===== src/rtl/npc_pkg.sv =====
package npc_pkg;

  typedef enum logic [2:0] {
    TGT_SEQ,
    TGT_PAGE,
    TGT_LONG,
    TGT_REL_B1,
    TGT_REL_B2,
    TGT_IDX,
    TGT_IND,
    TGT_RET
  } tgt_sel_e;

  typedef enum logic [2:0] {
    CND_NEVER,
    CND_ALWAYS,
    CND_FLAG,
    CND_NONZERO,
    CND_DIFFER
  } cnd_kind_e;

  typedef struct packed {
    tgt_sel_e  tgt;
    cnd_kind_e cnd;
  } br_dec_t;

  function automatic br_dec_t decode_branch(input logic [7:0] op);
    br_dec_t d;
    d.tgt = TGT_SEQ;
    d.cnd = CND_NEVER;
    if (op inside {[8'hC0:8'hCF]}) begin
      d.tgt = TGT_PAGE;   d.cnd = CND_ALWAYS;
    end else if (op inside {[8'hD0:8'hD3]}) begin
      d.tgt = TGT_REL_B1; d.cnd = CND_NONZERO;
    end else if (op inside {[8'hD4:8'hD7], 8'hDF}) begin
      d.tgt = TGT_REL_B2; d.cnd = CND_DIFFER;
    end else if (op inside {8'hD8, 8'hD9}) begin
      d.tgt = TGT_LONG;   d.cnd = CND_ALWAYS;
    end else if (op inside {8'hDA, 8'hDB}) begin
      d.tgt = TGT_RET;    d.cnd = CND_ALWAYS;
    end else if (op == 8'hDC) begin
      d.tgt = TGT_REL_B1; d.cnd = CND_ALWAYS;
    end else if (op == 8'hDD) begin
      d.tgt = TGT_IDX;    d.cnd = CND_ALWAYS;
    end else if (op == 8'hDE) begin
      d.tgt = TGT_IND;    d.cnd = CND_ALWAYS;
    end else if (op inside {[8'hE0:8'hE7]}) begin
      d.tgt = TGT_REL_B1; d.cnd = CND_FLAG;
    end
    return d;
  endfunction

endpackage


===== src/rtl/npc_len_dec.sv =====
module npc_len_dec #(
  parameter int OPC_W = 8
) (
  input  logic [OPC_W-1:0] opcode,
  output logic [1:0]       len
);

  always_comb begin
    if (opcode inside {8'h16, 8'h17, 8'h18, 8'h19, 8'h1C, 8'h1D,
                       [8'hD4:8'hD9], 8'hDF})
      len = 2'd3;
    else if (opcode inside {8'h15, [8'h28:8'h2F], 8'h86, 8'h8E, 8'h96,
                            8'hA6, 8'hAE, 8'hB6, 8'hBE, [8'hC0:8'hD3],
                            8'hDC, [8'hE0:8'hE7], [8'hFC:8'hFE]})
      len = 2'd2;
    else
      len = 2'd1;
  end

  always_comb begin

    len_range_chk: assert (len != 2'd0)
      else $error("opcode length decoded as zero");
  end

endmodule


===== src/rtl/npc_cond_eval.sv =====
module npc_cond_eval
  import npc_pkg::*;
#(
  parameter int D_W     = 8,
  parameter int N_FLAGS = 4
) (
  input  cnd_kind_e      cnd,
  input  logic [2:0]     sel,
  input  logic [N_FLAGS-1:0] flags,
  input  logic [D_W-1:0] loop_val,
  input  logic [D_W-1:0] imm,
  output logic           taken
);

  localparam int SEL_W = $clog2(N_FLAGS);

  logic [N_FLAGS-1:0] flag_hit;
  logic               flag_ok;

  // each flag pair: even code tests the flag set, odd code tests it clear
  for (genvar g = 0; g < N_FLAGS; g++) begin : g_flag
    assign flag_hit[g] = flags[g] ^ sel[0];
  end

  assign flag_ok = flag_hit[sel[SEL_W:1]];

  always_comb begin
    unique case (cnd)
      CND_ALWAYS:  taken = 1'b1;
      CND_FLAG:    taken = flag_ok;
      CND_NONZERO: taken = (loop_val != '0);
      CND_DIFFER:  taken = (loop_val != imm);
      default:     taken = 1'b0;
    endcase
  end

endmodule


===== src/rtl/npc_target.sv =====
module npc_target
  import npc_pkg::*;
#(
  parameter int PC_W    = 16,
  parameter int D_W     = 8,
  parameter int PG_BITS = 3
) (
  input  tgt_sel_e          tgt,
  input  logic [PC_W-D_W-PG_BITS-1:0] pc_hi,
  input  logic [PG_BITS-1:0] page,
  input  logic [PC_W-1:0]   seq_pc,
  input  logic [D_W-1:0]    b1,
  input  logic [D_W-1:0]    b2,
  input  logic [D_W-1:0]    acc,
  input  logic [PC_W-1:0]   dptr,
  input  logic [PC_W-1:0]   ret_addr,
  output logic [PC_W-1:0]   target
);

  localparam int EXT_W = PC_W - D_W;

  logic [D_W-1:0]  rel_byte;
  logic [PC_W-1:0] rel_pc;
  logic [PC_W-1:0] idx_pc;

  assign rel_byte = (tgt == TGT_REL_B2) ? b2 : b1;
  assign rel_pc   = seq_pc + {{EXT_W{rel_byte[D_W-1]}}, rel_byte};
  assign idx_pc   = dptr + {{EXT_W{1'b0}}, acc};

  always_comb begin
    unique case (tgt)
      TGT_PAGE:   target = {pc_hi, page, b1};
      TGT_LONG:   target = {b1, b2};
      TGT_REL_B1,
      TGT_REL_B2: target = rel_pc;
      TGT_IDX:    target = idx_pc;
      TGT_IND:    target = dptr;
      TGT_RET:    target = ret_addr;
      default:    target = seq_pc;
    endcase
  end

endmodule


===== src/rtl/npc_unit.sv =====
module npc_unit
  import npc_pkg::*;
#(
  parameter int PC_W = 16,
  parameter int D_W  = 8
) (
  input  logic [15:0] pc,
  input  logic [7:0]  opcode,
  input  logic [7:0]  opnd1,
  input  logic [7:0]  opnd2,
  input  logic [7:0]  acc,
  input  logic [15:0] dptr,
  input  logic        flag_zero,
  input  logic        flag_carry,
  input  logic        flag_par_odd,
  input  logic        flag_sign,
  input  logic [7:0]  loop_val,
  input  logic [15:0] ret_addr,
  output logic [15:0] next_pc,
  output logic        taken,
  output logic [15:0] push_addr
);

  localparam int PG_BITS = 3;
  localparam int N_FLAGS = 4;
  localparam int HI_LSB  = D_W + PG_BITS;

  br_dec_t         dec;
  logic [1:0]      len;
  logic [PC_W-1:0] seq_pc;
  logic [PC_W-1:0] target;
  logic [N_FLAGS-1:0] flags;

  assign dec   = decode_branch(opcode);
  assign flags = {flag_sign, flag_par_odd, flag_carry, flag_zero};

  npc_len_dec #(.OPC_W(D_W)) u_len (
    .opcode (opcode),
    .len    (len)
  );

  assign seq_pc = pc + {{(PC_W-2){1'b0}}, len};

  npc_cond_eval #(.D_W(D_W), .N_FLAGS(N_FLAGS)) u_cond (
    .cnd      (dec.cnd),
    .sel      (opcode[2:0]),
    .flags    (flags),
    .loop_val (loop_val),
    .imm      (opnd1),
    .taken    (taken)
  );

  npc_target #(.PC_W(PC_W), .D_W(D_W), .PG_BITS(PG_BITS)) u_tgt (
    .tgt      (dec.tgt),
    .pc_hi    (pc[PC_W-1:HI_LSB]),
    .page     (opcode[PG_BITS-1:0]),
    .seq_pc   (seq_pc),
    .b1       (opnd1),
    .b2       (opnd2),
    .acc      (acc),
    .dptr     (dptr),
    .ret_addr (ret_addr),
    .target   (target)
  );

  assign next_pc   = taken ? target : seq_pc;
  assign push_addr = seq_pc;

  always_comb begin

    seq_path_chk: assert (taken || next_pc == push_addr)
      else $error("untaken path left the sequential address");

    nonbranch_chk: assert (opcode inside {[8'hC0:8'hE7]} || !taken)
      else $error("non-branch opcode reported taken");

    page_bits_chk: assert (opcode[7:4] != 4'hC ||
                           (taken && next_pc[10:8] == opcode[2:0] &&
                            next_pc[15:11] == pc[15:11]))
      else $error("page target bits wrong");

    return_chk: assert (!(opcode inside {8'hDA, 8'hDB}) ||
                        (taken && next_pc == ret_addr))
      else $error("return did not load popped address");
  end

endmodule


===== config.mk =====
export PLATFORM = sky130hd
export DESIGN_NAME = npc_unit
export DESIGN_NICKNAME = d
export VERILOG_FILES = /design/src/rtl/npc_pkg.sv /design/src/rtl/npc_len_dec.sv /design/src/rtl/npc_cond_eval.sv /design/src/rtl/npc_target.sv /design/src/rtl/npc_unit.sv
export SDC_FILE = /design/constraint.sdc
export NUM_CORES = 1
export LEC_CHECK = 0
export BUFFER_PORTS_ARGS = -buffer_cell sky130_fd_sc_hd__buf_2
export CAP_MARGIN = 10
export CORE_ASPECT_RATIO = 0.9
export CORE_MARGIN = 3
export CORE_UTILIZATION = 43
export DETAILED_ROUTE_END_ITERATION = 12
export GPL_TIMING_DRIVEN = 1
export PLACE_DENSITY_LB_ADDON = 0.12
export SLEW_MARGIN = 10
export SYNTH_ARGS = -nofsm -noshare
export SYNTH_HDL_FRONTEND = slang
export SYNTH_SLANG_ARGS = --single-unit

===== constraint.sdc =====
create_clock -name vclk -period 6.1
set_input_delay 0.915 -clock vclk [all_inputs]
set_output_delay 0.915 -clock vclk [all_outputs]
set_load 0.02 [all_outputs]

---- After elaboration in Yosys (flattened, before gate mapping) ----
Index checks and enable logic that the tools add are counted.
cells by class
  bitwise logic cells ..................... 4
  add/sub/neg operators ................... 3
  reductions and logical operators ........ 15
  order comparisons ....................... 14
  equal/unequal tests ..................... 34
  multiplexer cells ....................... 17
operators by type and width
  cell                number
  $eq 8x8->1 const B  15
  $pmux 16 s6         1
  $eq 8x5->1 const B  7
  $le 8x8->1 const B  6
  $mux 6              8
  $ge 8x8->1 const B  5
  $add 16x16->16      1
  $add 16x2->16       1
  $add 16x8->16       1
  $mux 16             1
  $reduce_bool 8->1   2
  $eq 3x3->1 const B  5
  $reduce_bool 13->1  1
  $eq 3x2->1 const B  4
  $ge 8x6->1 const B  1
  $le 8x6->1 const B  1
  $logic_and 1x1->1   8
  $mux 8              1
  $ne 8x8->1          1
  $eq 3x1->1 const B  2
  $reduce_bool 2->1   3
  $mux 5              1
  $mux 2              2
  $pmux 1 s4          1
  5 further kinds     8
storage, ports and cells
  input bits .............................. 92
  register bits ........................... 0
  logic and storage cells ................. 87
  output and inout bits ................... 33

---- Logic depth before layout (Yosys ltp) ----
  depth in word-level cells ............... 16
  depth in mapped cells ................... 23
  mapped depth without buffers ............ 22

---- Modules after synthesis ----
From an unflattened synthesis, not the netlist that was laid out.
unflattened totals
  cell total of the unflattened synthesis .. 450
  area total of the unflattened synthesis .. 3219.3 um2
by module, submodules not included
  module         area an instance (um2)  times used  cells each  seq. area each (um2)
  npc_target     2225.9                  1           313         0.0
  npc_unit       670.6                   1           90          0.0
  npc_cond_eval  166.4                   1           21          0.0
  npc_len_dec    156.4                   1           26          0.0

---- Least setup slack after synthesis ----
No wires, ideal clock.
  kind .................................... in2out
  start ................................... input opcode[5]
  end ..................................... output next_pc[11]
  data required time ...................... 5185 ps
  arrival ................................. 5261 ps
  buffers on the path ..................... 1
  slack ................................... -76 ps
  stages on the path ...................... 20
  cell sequence ........................... clkbuf_1 nand2b_1 nor2_1 o21bai_1 a221o_1 o21ba_2 a21oi_1 a21oi_1 ha_1 fa_1 xor2_1 ha_1 o21ai_0 o21ai_0 o211ai_1 o22ai_1 a222oi_1 mux2i_1 o21ai_1 a41oi_1
between the ends
  elaborated cells between the ends (all ways) .. 77
  those cells by class .................... add/sub: 2; order compare: 13; eq/ne: 33; mux: 15; reduce/logical: 14
RTL lines
  what                                      RTL line           source
  from (decl)                               npc_unit.sv:8      input logic [7:0] opcode,
  $ge 8x6->1, or another cell as far along  npc_len_dec.sv:12  else if (opcode inside {8'h15, [8'h28:8'h2F], 8'h86, 8'h8E, 8'h96,
  $logic_and 1x1->1                         npc_len_dec.sv:12
  $reduce_bool 13->1                        npc_len_dec.sv:12
  $mux 2                                    npc_len_dec.sv:12
  $mux 2 (*)                                npc_len_dec.sv:9   if (opcode inside {8'h16, 8'h17, 8'h18, 8'h19, 8'h1C, 8'h1D,
  $add 16x2->16 (*)                         npc_unit.sv:42     assign seq_pc = pc + {{(PC_W-2){1'b0}}, len};
  via push_addr[2]                          npc_unit.sv:21     output logic [15:0] push_addr
  $add 16x16->16 (*)                        npc_target.sv:27   assign rel_pc = seq_pc + {{EXT_W{rel_byte[D_W-1]}}, rel_byte};
  $pmux 16 s6 (*)                           npc_target.sv:31   unique case (tgt)
  $mux 16 (*)                               npc_unit.sv:66     assign next_pc = taken ? target : seq_pc;
  to (decl)                                 npc_unit.sv:19     output logic [15:0] next_pc,
The timed path passes the listed nets; every way through them passes the cells marked *.

---- Final worst setup path ----
  start ................................... input opcode[1]
  end ..................................... output next_pc[15]
between the ends
  longest elaborated chain between the ends .. 16
  elaborated cells between the ends (all ways) .. 79
  those cells by class .................... add/sub: 2; order compare: 13; eq/ne: 33; mux: 17; reduce/logical: 14
ends and longest elaborated chain
  what                                      RTL line                            source
  $ge 8x8->1 or $le 8x8->1 (tied branches)  npc_pkg.sv:47, npc_len_dec.sv:12
  $logic_and 1x1->1                         npc_pkg.sv:47, npc_len_dec.sv:12
  $mux 5                                    npc_pkg.sv:47                       end else if (op inside {[8'hE0:8'hE7]}) begin
  $mux 6                                    npc_pkg.sv:45                       end else if (op == 8'hDE) begin
  $mux 6                                    npc_pkg.sv:43                       end else if (op == 8'hDD) begin
  $mux 6                                    npc_pkg.sv:41                       end else if (op == 8'hDC) begin
  $mux 6                                    npc_pkg.sv:39                       end else if (op inside {8'hDA, 8'hDB}) begin
  $mux 6                                    npc_pkg.sv:37                       end else if (op inside {8'hD8, 8'hD9}) begin
  $mux 6                                    npc_pkg.sv:35                       end else if (op inside {[8'hD4:8'hD7], 8'hDF}) begin
  $mux 6                                    npc_pkg.sv:33                       end else if (op inside {[8'hD0:8'hD3]}) begin
  $mux 6                                    npc_pkg.sv:31                       if (op inside {[8'hC0:8'hCF]}) begin
  $eq 3x3->1                                npc_target.sv:26, npc_target.sv:31
  $mux 8                                    npc_target.sv:26                    assign rel_byte = (tgt == TGT_REL_B2) ? b2 : b1;
  $add 16x16->16                            npc_target.sv:27
  $pmux 16 s6                               npc_target.sv:31
  $mux 16 (*)                               npc_unit.sv:66
Mark *: on every way between the ends. The rest lies on a longest branch, timed or not. The select of a mux whose other input is x is not followed.

==> summary.txt <==
Pwr
  – Sw Share: 54.9%
  – Power share of the clock group: 0%
  – P_int: ~190 µW
  – Logic pwr share: 100.0%
  – Seq pwr share: 0%
  – Peak supply drop: 0.0000843 V
  – NetSw: ~230 µW
  – Pwr dens: slightly below 100 mW/mm²
  – LEAKAGE: 0.00190 µW

Finish
  – Number of diodes: 0
  – Filler Cell Count: 666
  – Register Area: 0 µm²
  – Layout cell share with drive strength beyond 1: 40.2%
  – Fin nets: 693
  – Clock buf count: 0
  – FFs & Latches: 0
  – Syn-to-layout area delta: 39.1%
  – Design area: 0.00416 mm²
  – Post-route insts no fill: 662

Setup path
  – Critical Path RT: roughly 5.2 ns
  – Crit path kind: input port to primary output
  – CP peak stage delay: ~0.42 ns
  – Critical path's slowest cell: fa_2
  – CP Launch Type: input port
  – Cell family contributing the most delay on the critical path: compound AO/OA/AOI/OAI gates
  – Crit end category: primary output
  – CP Cell Sequence: buf_2 > nand2b_4 > nor2_2 > o21bai_1 > a221o_1 > o21ba_4 > a21oi_4 > a21oi_4 > ha_2 > fa_2 > nand2_2 > nor3_1 > buf_4 > xor2_2 > ha_1 > a21o_1 > a21o_1 > a21oi_2 > inv_1 > a32oi_2 > o211ai_1 > o221a_2 > o21ai_2 > buf_6
  – Worst Path Buf+Inv: 4
  – Crit path max fanout: 4
  – Critical Path AT: about 5.1 ns

Die
  – # IOs: roughly 130
  – Die Area: roughly 0.0080 mm²
  – Core footprint: ~0.0067 mm²
  – Row count: 28
  – Overall die width: approximately 94 µm
  – Die H: ~85 µm
  – Starting Density: around 45%

Outcome
  – Status: finished, final reports clean

Placed design
  – IO Port Bufs: roughly 130
  – Post-Place Worst Slack: -0.127 ns
  – Gpl congestion: ~0.91
  – Dpl hpwl: 9420 µm
  – Dpl cells: 657
  – Area after DPL: about 0.004 mm²

Route
  – Final WL: 11,900 µm
  – Avg Vias per Cell: 6.11
  – Antenna Nets Post-Route: 0
  – Initial drt markers: between 200 and 300
  – DR vias: slightly above 4,000
  – 1st-pass router iterations: 6
  – # DRC: 0
  – Wire per inst: between 15 and 20 µm

Yosys
  – Syn Nets: between 500 and 600
  – Post-synth top area cell: ha_1
  – Complex-gate fraction of the synthesized area: between 30% and 40%
  – Cell variety after synth: 67
  – Mux contribution to synthesized area: a little under a tenth
  – Adder-Cell Fraction of Synth Area: between 10 and 15%
  – Post-Synth Simple-Gate Area: 28.0%
  – Mapped Cells: 430
  – Syn_area_per_cell: a little under 7 µm²
  – Sequential area share after synthesis: 0%
  – Synth top area share: 10.0%
  – Synth Cell Area: around 0.003 mm²
  – Synth top area cells: ha_1 10%, xnor2_1 8.8%, mux2_2 6.0%
  – Largest family of logic cells by synthesized area: compound AO/OA/AOI/OAI gates
  – Yosys warns: 0
  – Synth Area in XOR/XNOR: 11.4%

Timing
  – Hold Vio Cnt, Final: 0
  – Final setup viols: 0
  – Max-slew violation count: 0
  – WHS: 2.23 ns
  – Fin crit period: around 6 ns
  – RSZ-0062 raised after global routing: true
  – Fin crit share: 98.4%
  – Worst-margin pin slew: between 0.9 and 1 ns
  – Fin Setup TNS: 0 ns
  – Worst slew margin: between 30% and 40%
  – Worst Slack Setup Final: roughly 0.097 ns
  – Fmax: 167 MHz

Global routing
  – Initial antenna violation count: 0
  – Tot GR Track Use: around 28%
  – Largest net degree at the start of global routing: 28
  – Number of global-route vias before repair: approximately 3,900
  – First-pass GRT wire length: approximately 18,000 µm
  – Grt total ovfl: 0

Run
  – MaxCap Viol Count: 0

Min path
  – Worst Hold Launch: pc[13]
  – Hold Path Stages: 3
  – Hold Path End: push_addr[13]
  – Hold Path Class: input port to primary output
==> final cells by class <==
type / instances / area (µm²) / share of cell area [%]
well taps: 90 / 113 / 2.70
repair buffers: 163 / 922 / 22.1
multi-input cells: 389 / 3050 / 73.2
inverters: 20 / 80.1 / 1.92
==> worst max-delay path by stage <==
stage | from | slack (ns) | end | depth (start not counted)
CTS | opcode[5] | -0.004 | next_pc[10] | 23
global route | opcode[1] | -0.07 | next_pc[15] | 24
finish | opcode[1] | 0.1 | next_pc[15] | 24
global placement | opcode[1] | -0.03 | next_pc[15] | 24
detailed placement | opcode[1] | -0.13 | next_pc[15] | 24
floorplan | opcode[5] | 0.02 | next_pc[15] | 22
==> cell usage in the layout (no fill, tap or decap), types with 6 or more instances in the layout <==
| master | n |
|---|---|
| o211ai_1 | 6 |
| a21oi_1 | 31 |
| nor2_1 | 30 |
| a222oi_1 | 10 |
| a221o_1 | 6 |
| nand2_1 | 36 |
| o21ai_0 | 17 |
| xor2_1 | 6 |
| or3_1 | 6 |
| inv_1 | 18 |
| and3_1 | 7 |
| nand4_1 | 11 |
| buf_4 | 40 |
| mux2_2 | 16 |
| xnor2_1 | 26 |
| mux2i_1 | 8 |
| ha_1 | 20 |
| nor3_1 | 13 |
| nand3_1 | 16 |
| buf_2 | 122 |
| a21o_1 | 13 |
| a31oi_1 | 6 |
==> cells by family after synthesis <==
group / Yosys count
compound gates: 138
xor+xnor: 39
fa+ha+maj: 28
buf+inv: 41
mux: 25
simple gates: 159
==> cell usage after synthesis (2+ instances only) <==
master	n
a211oi_1	3
a21o_1	13
a21oi_1	35
a221o_1	6
a221oi_1	4
a222oi_1	10
a31oi_1	6
a41oi_1	2
and2_1	2
and3_1	7
and4_1	4
buf_2	5
buf_6	4
clkbuf_1	12
fa_1	3
ha_1	24
inv_1	18
inv_4	2
mux2_2	16
mux2i_1	8
nand2_1	38
nand2b_1	7
nand3_1	17
nand3b_1	2
nand4_1	11
nor2_1	31
nor2b_1	3
nor3_1	13
nor4_1	4
nor4b_1	3
o211ai_1	6
o21a_1	3
o21ai_0	20
o21ai_1	2
o21bai_1	4
o221a_2	2
o22ai_1	3
o31ai_1	4
or2_2	3
or3_1	6
xnor2_1	30
xor2_1	9
==> layer usage <==
layer	routed length (µm)	share of wire, %	global-route usage [%]	vias up
met4	169	1.4	5.64	0
met2	5740	48	47.8	196
met3	924	7.8	1.68	16
met1	5060	43	37.8	1888
li1	-	-	-	1943
met5	0	0	0	-
==> tightest hold or removal path, stage by stage <==
cell,delay [ns]
buf_2,0.13
xor2_2,0.10
buf_2,0.16
==> power by group through the flow <==
stage	Clock [µW]	Combinational (µW)	Sequential, µW
2_1_floorplan	0	232	0
3_3_place_gp	0	362	0
3_5_place_dp	0	366	0
4_1_cts	0	379	0
5_1_grt	0	446	0
6_report	0	412	0
==> timing repair <==
| action | 4_1_cts | 5_1_grt |
|---|---|---|
| endpoints found under the setup margin | 6 | 8 |
| setup buffers | 4 | 1 |
| hold buffers | 0 | 0 |
| resized for setup | 12 | 34 |
| pin swaps | 8 | 25 |
==> stage by stage <==
stage,utilization [%],power (µW)
global route,62.6,446
CTS,59.5,379
global placement,58.4,362
detailed placement,58.4,366
floorplan,-,232
finish,62.6,412
Note: power is estimated with default switching activity, not from simulation.
